File: config.mk
export PLATFORM = sky130hd
export DESIGN_NAME = prio_group_arbiter
export DESIGN_NICKNAME = d
export VERILOG_FILES = /design/src/rtl/pga_pkg.sv /design/src/rtl/pga_port_pick.sv /design/src/rtl/pga_out_arb.sv /design/src/rtl/pga_conn_table.sv /design/src/rtl/prio_group_arbiter.sv
export SDC_FILE = /design/constraint.sdc
export NUM_CORES = 1
export LEC_CHECK = 0
export ABC_AREA = 1
export BUFFER_PORTS_ARGS = -buffer_cell sky130_fd_sc_hd__buf_2
export CAP_MARGIN = 25
export CORE_AREA = 2 2 110 112
export DETAILED_ROUTE_END_ITERATION = 6
export DIE_AREA = 0 0 112 114
export PLACE_DENSITY = 0.7
export SETUP_SLACK_MARGIN = 0.3
export SLEW_MARGIN = 30
export SYNTH_ARGS = -nofsm -noshare
export SYNTH_HDL_FRONTEND = slang
export SYNTH_HIERARCHICAL = 1
export SYNTH_SLANG_ARGS = --single-unit
File: constraint.sdc
create_clock -name clk -period 3 [get_ports clk]
set_input_delay 0.6 -clock clk [delete_from_list [all_inputs] [get_ports clk]]
set_output_delay 0.6 -clock clk [all_outputs]
set_load 0.1 [all_outputs]
File: src/rtl/pga_pkg.sv
package pga_pkg;

    localparam int MAX_W = 32;
    localparam int IDX_W = 5;

    typedef logic [IDX_W-1:0] idx_t;

    typedef enum logic {
        PRIO_NORMAL = 1'b0,
        PRIO_HIGH   = 1'b1
    } prio_e;

    // First set bit of mask at or after start, wrapping at n.
    function automatic idx_t rr_pick(input logic [MAX_W-1:0] mask,
                                     input idx_t start,
                                     input int n);
        idx_t pick  = '0;
        logic found = 1'b0;
        int   idx;
        for (int k = 0; k < MAX_W; k++) begin
            if (k < n) begin
                idx = int'(start) + k;
                if (idx >= n) idx = idx - n;
                if (!found && mask[idx]) begin
                    found = 1'b1;
                    pick  = idx_t'(idx);
                end
            end
        end
        return pick;
    endfunction

    function automatic logic [MAX_W-1:0] to_onehot(input idx_t i);
        return MAX_W'(1) << i;
    endfunction

endpackage

File: src/rtl/pga_port_pick.sv
module pga_port_pick #(
    parameter int N_OUT = 4
) (
    input  logic [N_OUT-1:0] want,
    input  logic [N_OUT-1:0] free,
    output logic [N_OUT-1:0] target
);

    logic [N_OUT-1:0] avail;

    always_comb begin
        avail  = want & free;
        // isolate the lowest listed free output
        target = avail & (~avail + N_OUT'(1));
    end

endmodule

File: src/rtl/pga_out_arb.sv
module pga_out_arb
    import pga_pkg::*;
#(
    parameter int N_IN = 4
) (
    input  logic            clk,
    input  logic            rst,
    input  logic [N_IN-1:0] cand,
    input  logic [N_IN-1:0] high,
    input  logic            busy,
    output logic [N_IN-1:0] gnt
);

    idx_t            ptr_q;
    idx_t            pick;
    logic [N_IN-1:0] hi_cand;
    logic [N_IN-1:0] pool;
    logic [MAX_W-1:0] pool_w;
    prio_e           level;

    always_comb begin
        hi_cand = cand & high;
        level   = (|hi_cand) ? PRIO_HIGH : PRIO_NORMAL;
        pool    = (level == PRIO_HIGH) ? hi_cand : cand;
        pool_w  = '0;
        pool_w[N_IN-1:0] = pool;
        pick    = rr_pick(pool_w, ptr_q, N_IN);
        gnt     = '0;
        if (!busy && (|pool)) gnt = N_IN'(to_onehot(pick));
    end

    always_ff @(posedge clk) begin
        if (rst) begin
            ptr_q <= '0;
        end else if (|gnt) begin
            ptr_q <= (int'(pick) == N_IN - 1) ? '0 : pick + idx_t'(1);
        end
    end


    gnt_single_chk: assert property (@(posedge clk) disable iff (rst)
        $onehot0(gnt));


    gnt_onto_free_chk: assert property (@(posedge clk) disable iff (rst)
        (|gnt) |-> !busy);


    gnt_prio_chk: assert property (@(posedge clk) disable iff (rst)
        ((|(cand & high)) && (|gnt)) |-> (|(gnt & high)));

endmodule

File: src/rtl/pga_conn_table.sv
module pga_conn_table #(
    parameter int N_IN  = 4,
    parameter int N_OUT = 4,
    parameter int OUT_W = 2
) (
    input  logic                       clk,
    input  logic                       rst,
    input  logic [N_OUT-1:0][N_IN-1:0] gnt,
    input  logic [N_IN-1:0]            eop,
    output logic [N_IN-1:0]            live,
    output logic [N_IN-1:0][OUT_W-1:0] port,
    output logic [N_OUT-1:0]           busy
);

    logic [N_IN-1:0]            live_q;
    logic [N_IN-1:0][OUT_W-1:0] port_q;
    logic [N_OUT-1:0]           busy_q;
    logic [N_IN-1:0]            rel;
    logic [N_IN-1:0]            won;
    logic [N_IN-1:0][OUT_W-1:0] won_port;
    logic [N_OUT-1:0]           drop;
    logic [N_OUT-1:0]           taken;

    always_comb begin
        rel      = live_q & eop;
        won      = '0;
        won_port = '0;
        drop     = '0;
        taken    = '0;
        for (int o = 0; o < N_OUT; o++) begin
            taken[o] = |gnt[o];
            for (int i = 0; i < N_IN; i++) begin
                if (gnt[o][i]) begin
                    won[i]      = 1'b1;
                    won_port[i] = OUT_W'(o);
                end
                if (rel[i] && (port_q[i] == OUT_W'(o))) drop[o] = 1'b1;
            end
        end
    end

    always_ff @(posedge clk) begin
        if (rst) begin
            live_q <= '0;
            port_q <= '0;
            busy_q <= '0;
        end else begin
            for (int i = 0; i < N_IN; i++) begin
                if (rel[i]) begin
                    live_q[i] <= 1'b0;
                    port_q[i] <= '0;
                end else if (won[i]) begin
                    live_q[i] <= 1'b1;
                    port_q[i] <= won_port[i];
                end
            end
            busy_q <= (busy_q & ~drop) | taken;
        end
    end

    assign live = live_q;
    assign port = port_q;
    assign busy = busy_q;

    for (genvar gi = 0; gi < N_IN; gi++) begin : g_chk

        hold_until_end_chk: assert property (@(posedge clk) disable iff (rst)
            (live_q[gi] && !eop[gi]) |=> (live_q[gi] && $stable(port_q[gi])));


        release_on_end_chk: assert property (@(posedge clk) disable iff (rst)
            (live_q[gi] && eop[gi]) |=> !live_q[gi]);
    end


    busy_matches_links_chk: assert property (@(posedge clk) disable iff (rst)
        $countones(busy_q) == $countones(live_q));

endmodule

File: src/rtl/prio_group_arbiter.sv
module prio_group_arbiter
    import pga_pkg::*;
#(
    parameter int  N_IN  = 4,
    parameter int  N_OUT = 4,
    localparam int OUT_W = (N_OUT > 1) ? $clog2(N_OUT) : 1
) (
    input  logic                       clk,
    input  logic                       rst,
    input  logic [N_IN-1:0]            req_valid,
    input  logic [N_IN-1:0]            req_prio,
    input  logic [N_IN-1:0][N_OUT-1:0] req_ports,
    input  logic [N_IN-1:0]            pkt_end,
    output logic [N_IN-1:0]            grant_valid,
    output logic [N_IN-1:0][OUT_W-1:0] grant_port,
    output logic [N_OUT-1:0]           out_busy
);

    logic [N_IN-1:0]            live;
    logic [N_IN-1:0][OUT_W-1:0] link_port;
    logic [N_OUT-1:0]           busy;
    logic [N_OUT-1:0]           free;
    logic [N_IN-1:0][N_OUT-1:0] target;
    logic [N_OUT-1:0][N_IN-1:0] cand;
    logic [N_OUT-1:0][N_IN-1:0] gnt;

    assign free = ~busy;

    for (genvar gi = 0; gi < N_IN; gi++) begin : g_in
        logic [N_OUT-1:0] want;
        logic [N_OUT-1:0] col;

        assign want = (req_valid[gi] && !live[gi]) ? req_ports[gi] : '0;

        pga_port_pick #(.N_OUT(N_OUT)) u_pick (
            .want   (want),
            .free   (free),
            .target (target[gi])
        );

        for (genvar go = 0; go < N_OUT; go++) begin : g_col
            assign col[go] = gnt[go][gi];
        end


        one_output_per_input_chk: assert property (@(posedge clk) disable iff (rst)
            $onehot0(col));
    end

    for (genvar go = 0; go < N_OUT; go++) begin : g_out
        for (genvar gi = 0; gi < N_IN; gi++) begin : g_map
            assign cand[go][gi] = target[gi][go];
        end

        pga_out_arb #(.N_IN(N_IN)) u_arb (
            .clk  (clk),
            .rst  (rst),
            .cand (cand[go]),
            .high (req_prio),
            .busy (busy[go]),
            .gnt  (gnt[go])
        );
    end

    pga_conn_table #(
        .N_IN  (N_IN),
        .N_OUT (N_OUT),
        .OUT_W (OUT_W)
    ) u_tab (
        .clk  (clk),
        .rst  (rst),
        .gnt  (gnt),
        .eop  (pkt_end),
        .live (live),
        .port (link_port),
        .busy (busy)
    );

    assign grant_valid = live;
    assign grant_port  = link_port;
    assign out_busy    = busy;

endmodule

==> run metrics, run 1 <==
vias in the first global route 6,065; Worst-Skew Late Latency 0.28 ns; Max VDD drop 1150 uV; Core ar. 11,700 um2; Die Ht 114 um; most frequent cells after synthesis nand2_1 (270), nor2_1 (135), inv_1 (121); number of max-cap violations 0; prevailing post-synth register cell dfxtp_1; Switching Fraction 55.2%; DR vias 6,920; Post-Syn Nets 1,076; Post-DP HPWL 12.1 mm; Post-Synth Adder-Cell Area 16.0%; clock-pin slew on the worst setup and hold paths 0.06 ns; FF/Latch Area 795 um2; Synth Area per Inst 5.79 um2; Final period util 98.9%; largest cells by area after synthesis nand2_1 (18%), ha_1 (16%), dfxtp_1 (13%); I/O pins 46; Yosys warnings 6; Power Density 1130 nW/um2; Num CTS Buffers 5; Flop pwr share 9.0%; Seq/Total Area, Yosys 12.8%; Post-Syn Instances 974; full die area 12,800 um2; Hold Fails Final Rpt 0; Final Instance Count excl. Fillers 1,287; drt pass-1 iters 5; worst-path fanout max 6; Max Freq 337 MHz; crit-path leading delay family simple AND/OR/NAND/NOR gates; Post-Syn Area 5640 um2; layout net count 1,241; DP Worst Slack -0.0713 ns; NetSw 5.33 mW; most frequent cell after synthesis nand2_1; number of diodes 0; Die W 112 um; Max clock buf depth 2; Initial Util 48.2%; post-synthesis cell type count 32; R2R setup slack 0.05 ns; Post-synth EDFFs 0; mux contribution to synthesized area 0%; Setup crit start kind input port; Clock Root Buffer clkbuf_16; Req. time, crit path 3.16 ns; placed cell count 1,233; RSZ-0062 raised after global routing yes; Core Rows 40; synthesis-stage register bit count 36; R2R Path Start u_tab/live[1]$_SDFFE_PP0P_; Fill cells 876; worst-margin pin slew 0.679 ns; initial antenna violation count 0; Worst R2R Path Depth 22; H-tree depth 2; CTS sink cnt 36; CP Buf/Inv Count 3; Synth Area in Simple Gates 48.8%; CTS tree built; Worst Setup End Kind register; Synth async-reset ratio 0%; WP data arrival 3.13 ns; share of layout cells above drive strength 1 46.8%; endpoints failing setup 0; first-pass GRT wire length 26.9 mm; Post-Synth XOR/XNOR Area 2.15%; GRT overflow 0; min cycle time layout 2.97 ns; CP Class input port to register; Yosys top cell area share 18.0%; max-slew headroom at the worst pin 54.7%; worst hold stages 2; Slew Viols, Final 0; leading area contributor after synthesis nand2_1; # hold bufs at CTS 0; Hold WC Path Type register to register; slowest CP cell nor2_2; DRT antenna net count 0; Pleak 4.20 nW; Int Pwr 4.33 mW; final WL 18.7 mm; PortBufs 45; Min-Delay Startpoint u_tab/live[2]$_SDFFE_PP0P_; Residual DRC 0; Hold Crit Endpoint u_tab/live[2]$_SDFFE_PP0P_; Iteration-0 DRC Markers 463; Compound-Gate Fraction of Synth Area 9.76%; outcome complete, no violations; main combinational cell family by area after synthesis simple AND/OR/NAND/NOR gates; Placer Congestion 0.844; max incr delay on CP 0.28 ns; area of the multi-input gates 5640 um2; largest net degree at the start of global routing 29; Combinational Power Share 84.8%; Clock Skews 0.00661 ns; Area growth, synth to finish 52.1%; worst-path cell chain buf_2 -> nand2_4 -> buf_12 -> nor2_4 -> nand2_1 -> inv_1 -> nand2_1 -> nor2_2 -> nand2_2 -> nand2_2 -> nor2_4 -> nand2_1 -> nand3_2 -> nand3_2 -> nand2_4 -> nor2_4 -> a21boi_2 -> nand4_1 -> nor2_2 -> nor2_2 -> nand3_2 -> a21oi_2; WL/cell 14.5 um; GRT Overall Usage 24.8%; reg2reg end u_tab/port[0]$_SDFFE_PP0P_; vias per inst 5.38; Clock power frac 6.2%; final worst slack 0.0329 ns
==> power by group through the flow <==
stage | clock, mW | combinational, mW | sequential, mW
final | 0.602 | 8.19 | 0.869
after global routing | 0.636 | 8.80 | 0.886
after CTS | 0.606 | 5.79 | 0.856
after detailed placement | 0 | 4.97 | 0.830
after global placement | 0 | 4.92 | 0.833
after floorplan | 0 | 3.26 | 1.29
==> worst max path at each step <==
stage / from / endpoint / slack, ns / depth (start not counted)
after detailed placement: req_valid[1] / u_tab/live[2]$_SDFFE_PP0P_ / -0.07 / 22
after global placement: req_valid[2] / u_tab/busy[1]$_SDFF_PP0_ / -0.05 / 21
after global routing: u_tab/live[1]$_SDFFE_PP0P_ / u_tab/live[0]$_SDFFE_PP0P_ / -0.15 / 23
after CTS: g_out[1].u_arb/ptr_q[1]$_SDFFE_PP0P_ / u_tab/live[0]$_SDFFE_PP0P_ / 0.18 / 19
after floorplan: g_out[0].u_arb/ptr_q[1]$_SDFFE_PP0P_ / u_tab/live[0]$_SDFFE_PP0P_ / 0.31 / 21
final: req_valid[1] / u_tab/port[0]$_SDFFE_PP0P_ / 0.03 / 22
==> metal layers <==
| metal | track usage [%] | up-vias | wire length, um |
|---|---|---|---|
| li1 | - | 3431 | - |
| met1 | 33.4 | 3206 | 7960 |
| met2 | 41.7 | 240 | 9320 |
| met3 | 4.04 | 43 | 1070 |
| met4 | 5.85 | 0 | 338 |
| met5 | 0 | - | 0 |
==> sequential cells by signal, summed over array words and instances (netlist names) <==
register / flops
g_out.u_arb/ptr_q: 20
u_tab/busy: 4
u_tab/live: 4
u_tab/port: 8
==> through the flow <==
step	total power, mW	instance area [um2]	setup TNS, ns	utilization, %	hold slack (ns)
finish	9.66	8580	0	73.2	0.490
global route	10.3	8580	-0.599	73.2	0.521
CTS	7.25	7300	0	62.3	0.488
detailed placement	5.80	6580	-0.285	56.1	0.497
global placement	5.76	6580	-0.133	56.1	0.492
floorplan	4.55	5680	0	-	0.521
==> kinds of logic after synthesis <==
kind of cell             after synthesis
AO/OA/AOI/OAI                         90
adder cells (fa/ha/maj)               72
buffers and inverters                149
flip-flops                            36
AND/OR/NAND/NOR                      614
XOR/XNOR                              13
==> final cells by class <==
class / instances / area share [%]
Timing Repair Buffer: 164 / 14.2
Tap cell: 147 / 2.14
Clock inverter: 2 / 0.408
Sequential cell: 36 / 9.26
Inverter: 143 / 6.64
Multi-Input combinational cell: 789 / 65.8
Clock buffer: 6 / 1.50
==> worst min-delay path, delay by kind of cell (launching register included) <==
kind / cells / cell delay (ns)
DFF: 1 / 0.37
buffers and inverters: 1 / 0.04
AOI/OAI and AO/OA: 1 / 0.06
==> repair_timing <==
| item | CTS | global route |
|---|---|---|
| resized for setup | 121 | 256 |
| endpoints found under the setup margin | 24 | 24 |
| pin swaps | 78 | 135 |
| gates cloned | 0 | 0 |
| setup buffers | 19 | 27 |
==> cell usage in the layout, fill, tap and decap left out, types with 16 or more instances in the layout <==
cell | netlist | routed
nand2_2 | 38 | 80
buf_2 | 2 | 45
nor2_4 | 5 | 39
nand2_1 | 270 | 211
a21oi_2 | 6 | 16
ha_4 | 0 | 21
nand3_1 | 118 | 77
inv_2 | 19 | 31
buf_4 | 1 | 101
nor2_2 | 7 | 27
nand3_2 | 15 | 52
inv_1 | 121 | 101
nand2_4 | 0 | 17
nor2_1 | 135 | 81
ha_1 | 72 | 44
a21oi_1 | 41 | 28
dfxtp_4 | 0 | 18
Note: power is estimated with default switching activity, not from simulation.
==> inputs of run 2 (changes only) <==
--- a/config.mk
+++ b/config.mk
@@ -6,7 +6,7 @@
 export NUM_CORES = 1
 export LEC_CHECK = 0
 export ABC_AREA = 1
-export BUFFER_PORTS_ARGS = -buffer_cell sky130_fd_sc_hd__buf_2
+export BUFFER_PORTS_ARGS = -buffer_cell sky130_fd_sc_hd__buf_4
 export CAP_MARGIN = 25
 export CORE_AREA = 2 2 110 112
 export DETAILED_ROUTE_END_ITERATION = 6
==> run metrics, run 2 (synthesized netlist as in run 1, its figures left out) <==
Initial Util 48.2%; Combinational Power Share 83.7%; clock-pin slew on the worst setup and hold paths 0.06 ns; Req. time, crit path 3.13 ns; Switching Fraction 56.8%; max incr delay on CP 0.37 ns; Core ar. 11,700 um2; Final Instance Count excl. Fillers 1,277; Max VDD drop 970 uV; placed cell count 1,217; full die area 12,800 um2; R2R setup slack 0.09 ns; worst-margin pin slew 0.436 ns; max-slew headroom at the worst pin 70.9%; FF/Latch Area 793 um2; Final period util 96.9%; slowest CP cell dfxtp_4; Clock power frac 6.8%; WP data arrival 3.04 ns; Worst-Skew Late Latency 0.28 ns; Worst Setup End Kind register; DRT antenna net count 0; Slew Viols, Final 0; H-tree depth 2; commonest non-fill, non-tap cell in the layout nand2_1; Hold Fails Final Rpt 0; DR vias 6,956; Setup crit start kind register; worst hold stages 2; largest net degree at the start of global routing 29; number of max-cap violations 0; Power Density 1070 nW/um2; PortBufs 45; Hold Crit Endpoint u_tab/live[1]$_SDFFE_PP0P_; Hold WC Path Type register to register; most frequent cells in the layout nand2_1 (216), buf_4 (142), inv_1 (95); Iteration-0 DRC Markers 581; layout net count 1,231; Int Pwr 3.95 mW; vias in the first global route 5,879; worst-path cell chain buf_6 -> ha_4 -> nand2_4 -> xor2_4 -> inv_2 -> ha_4 -> nor2_2 -> nand2_1 -> o21ai_2 -> nand2_2 -> nor2_4 -> nor2_4 -> nand3_2 -> nand3_2 -> nand3_1 -> nor2_2 -> nor4_2 -> a21oi_1; Pleak 4.14 nW; Clock Root Buffer clkbuf_16; final worst slack 0.0926 ns; NetSw 5.20 mW; worst-path fanout max 4; Fill cells 871; crit-path leading delay family simple AND/OR/NAND/NOR gates; DP Worst Slack -0.0876 ns; initial antenna violation count 0; number of diodes 0; Max Freq 344 MHz; R2R Path Start g_out[0].u_arb/ptr_q[1]$_SDFFE_PP0P_; I/O pins 46; CP Class register to register; Largest register FFs 20; Clock Skews 0.00572 ns; vias per inst 5.45; Max clock buf depth 2; outcome complete, no violations; Core Rows 40; final WL 19.2 mm; Die Ht 114 um; GRT overflow 0; final instance area 8570 um2; Top reg by flops g_out.u_arb/ptr_q; CTS tree built; area of the multi-input gates 5650 um2; GRT Overall Usage 24.4%; share of layout cells above drive strength 1 46.9%; Min-Delay Startpoint u_tab/live[1]$_SDFFE_PP0P_; WL/cell 15.0 um; reg2reg end u_tab/busy[0]$_SDFF_PP0_; Util after Layout 73.2%; Num CTS Buffers 5; Placer Congestion 0.908; Pwr Total 9.15 mW; min cycle time layout 2.91 ns; Residual DRC 0; DP Area 6570 um2; CTS sink cnt 36; Die W 112 um; endpoints failing setup 0; Area growth, synth to finish 52.0%; first-pass GRT wire length 26.4 mm; Flop pwr share 9.6%; Worst R2R Path Depth 18; RSZ-0062 raised after global routing yes; CP Buf/Inv Count 2; drt pass-1 iters 5; # hold bufs at CTS 0; Post-DP HPWL 12.2 mm
-- run 2: changes by cell type in the layout (fill, tap and decap cells not counted), sizes merged --
| cell | previous run | this run |
|---|---|---|
| buf | 164 | 154 |
| clkinvlp | 0 | 1 |
| clkbuf | 6 | 5 |
-- run 2: metal layers --
metal / vias to the layer above / track usage [%] / wire [um]
li1: 3417 / - / -
met1: 3222 / 34.3 / 8200
met2: 270 / 40.7 / 9380
met3: 47 / 2.44 / 1220
met4: 0 / 5.28 / 393
met5: - / 0 / 0
-- run 2: timing repair --
| action | CTS | global route |
|---|---|---|
| endpoints found under the setup margin | 24 | 24 |
| setup buffers | 12 | 40 |
| endpoints found under the hold margin | 0 | 0 |
| resized for setup | 103 | 280 |
| pin swaps | 48 | 153 |
-- run 2: worst max-delay path by stage --
stage / startpoint / end / slack (ns) / cells after the start
global placement: req_valid[1] / u_tab/live[3]$_SDFFE_PP0P_ / -0.03 / 24
CTS: g_out[1].u_arb/ptr_q[1]$_SDFFE_PP0P_ / u_tab/busy[1]$_SDFF_PP0_ / 0.22 / 19
detailed placement: req_valid[1] / u_tab/live[3]$_SDFFE_PP0P_ / -0.09 / 24
global route: u_tab/live[1]$_SDFFE_PP0P_ / u_tab/live[3]$_SDFFE_PP0P_ / -0.03 / 22
finish: g_out[0].u_arb/ptr_q[1]$_SDFFE_PP0P_ / u_tab/busy[0]$_SDFF_PP0_ / 0.09 / 18
floorplan: g_out[0].u_arb/ptr_q[1]$_SDFFE_PP0P_ / u_tab/live[0]$_SDFFE_PP0P_ / 0.31 / 21
-- run 2: worst reg2reg max path: cells and delay by family, from the launching register on --
family          cells  cell delay [ns]
xor+xnor            1             0.18
buf+inv             2             0.21
flops               1             0.37
fa+ha+maj           2             0.38
simple gates       11             1.29
compound gates      2             0.32
-- run 2: final cells by class --
cell class	count	area share, %
clock buffers	5	1.46
clock inverters	3	0.496
inverters	143	6.67
multi-input cells	789	65.9
flip-flops and latches	36	9.25
well taps	147	2.15
repair buffers	154	14.1
-- run 2: metrics by stage --
step           setup TNS [ns]  hold WS, ns
2_1_floorplan               0        0.521
3_3_place_gp          -0.0255        0.488
3_5_place_dp           -0.147        0.499
4_1_cts                     0        0.496
5_1_grt               -0.0672        0.496
6_report                    0        0.477
-- run 2: power by group through the flow --
stage	Clock (mW)	Sequential, mW	Combinational, mW
floorplan	0	1.29	3.26
global placement	0	0.832	4.84
detailed placement	0	0.827	4.87
finish	0.620	0.875	7.66
CTS	0.614	0.839	5.50
global route	0.634	0.890	8.20
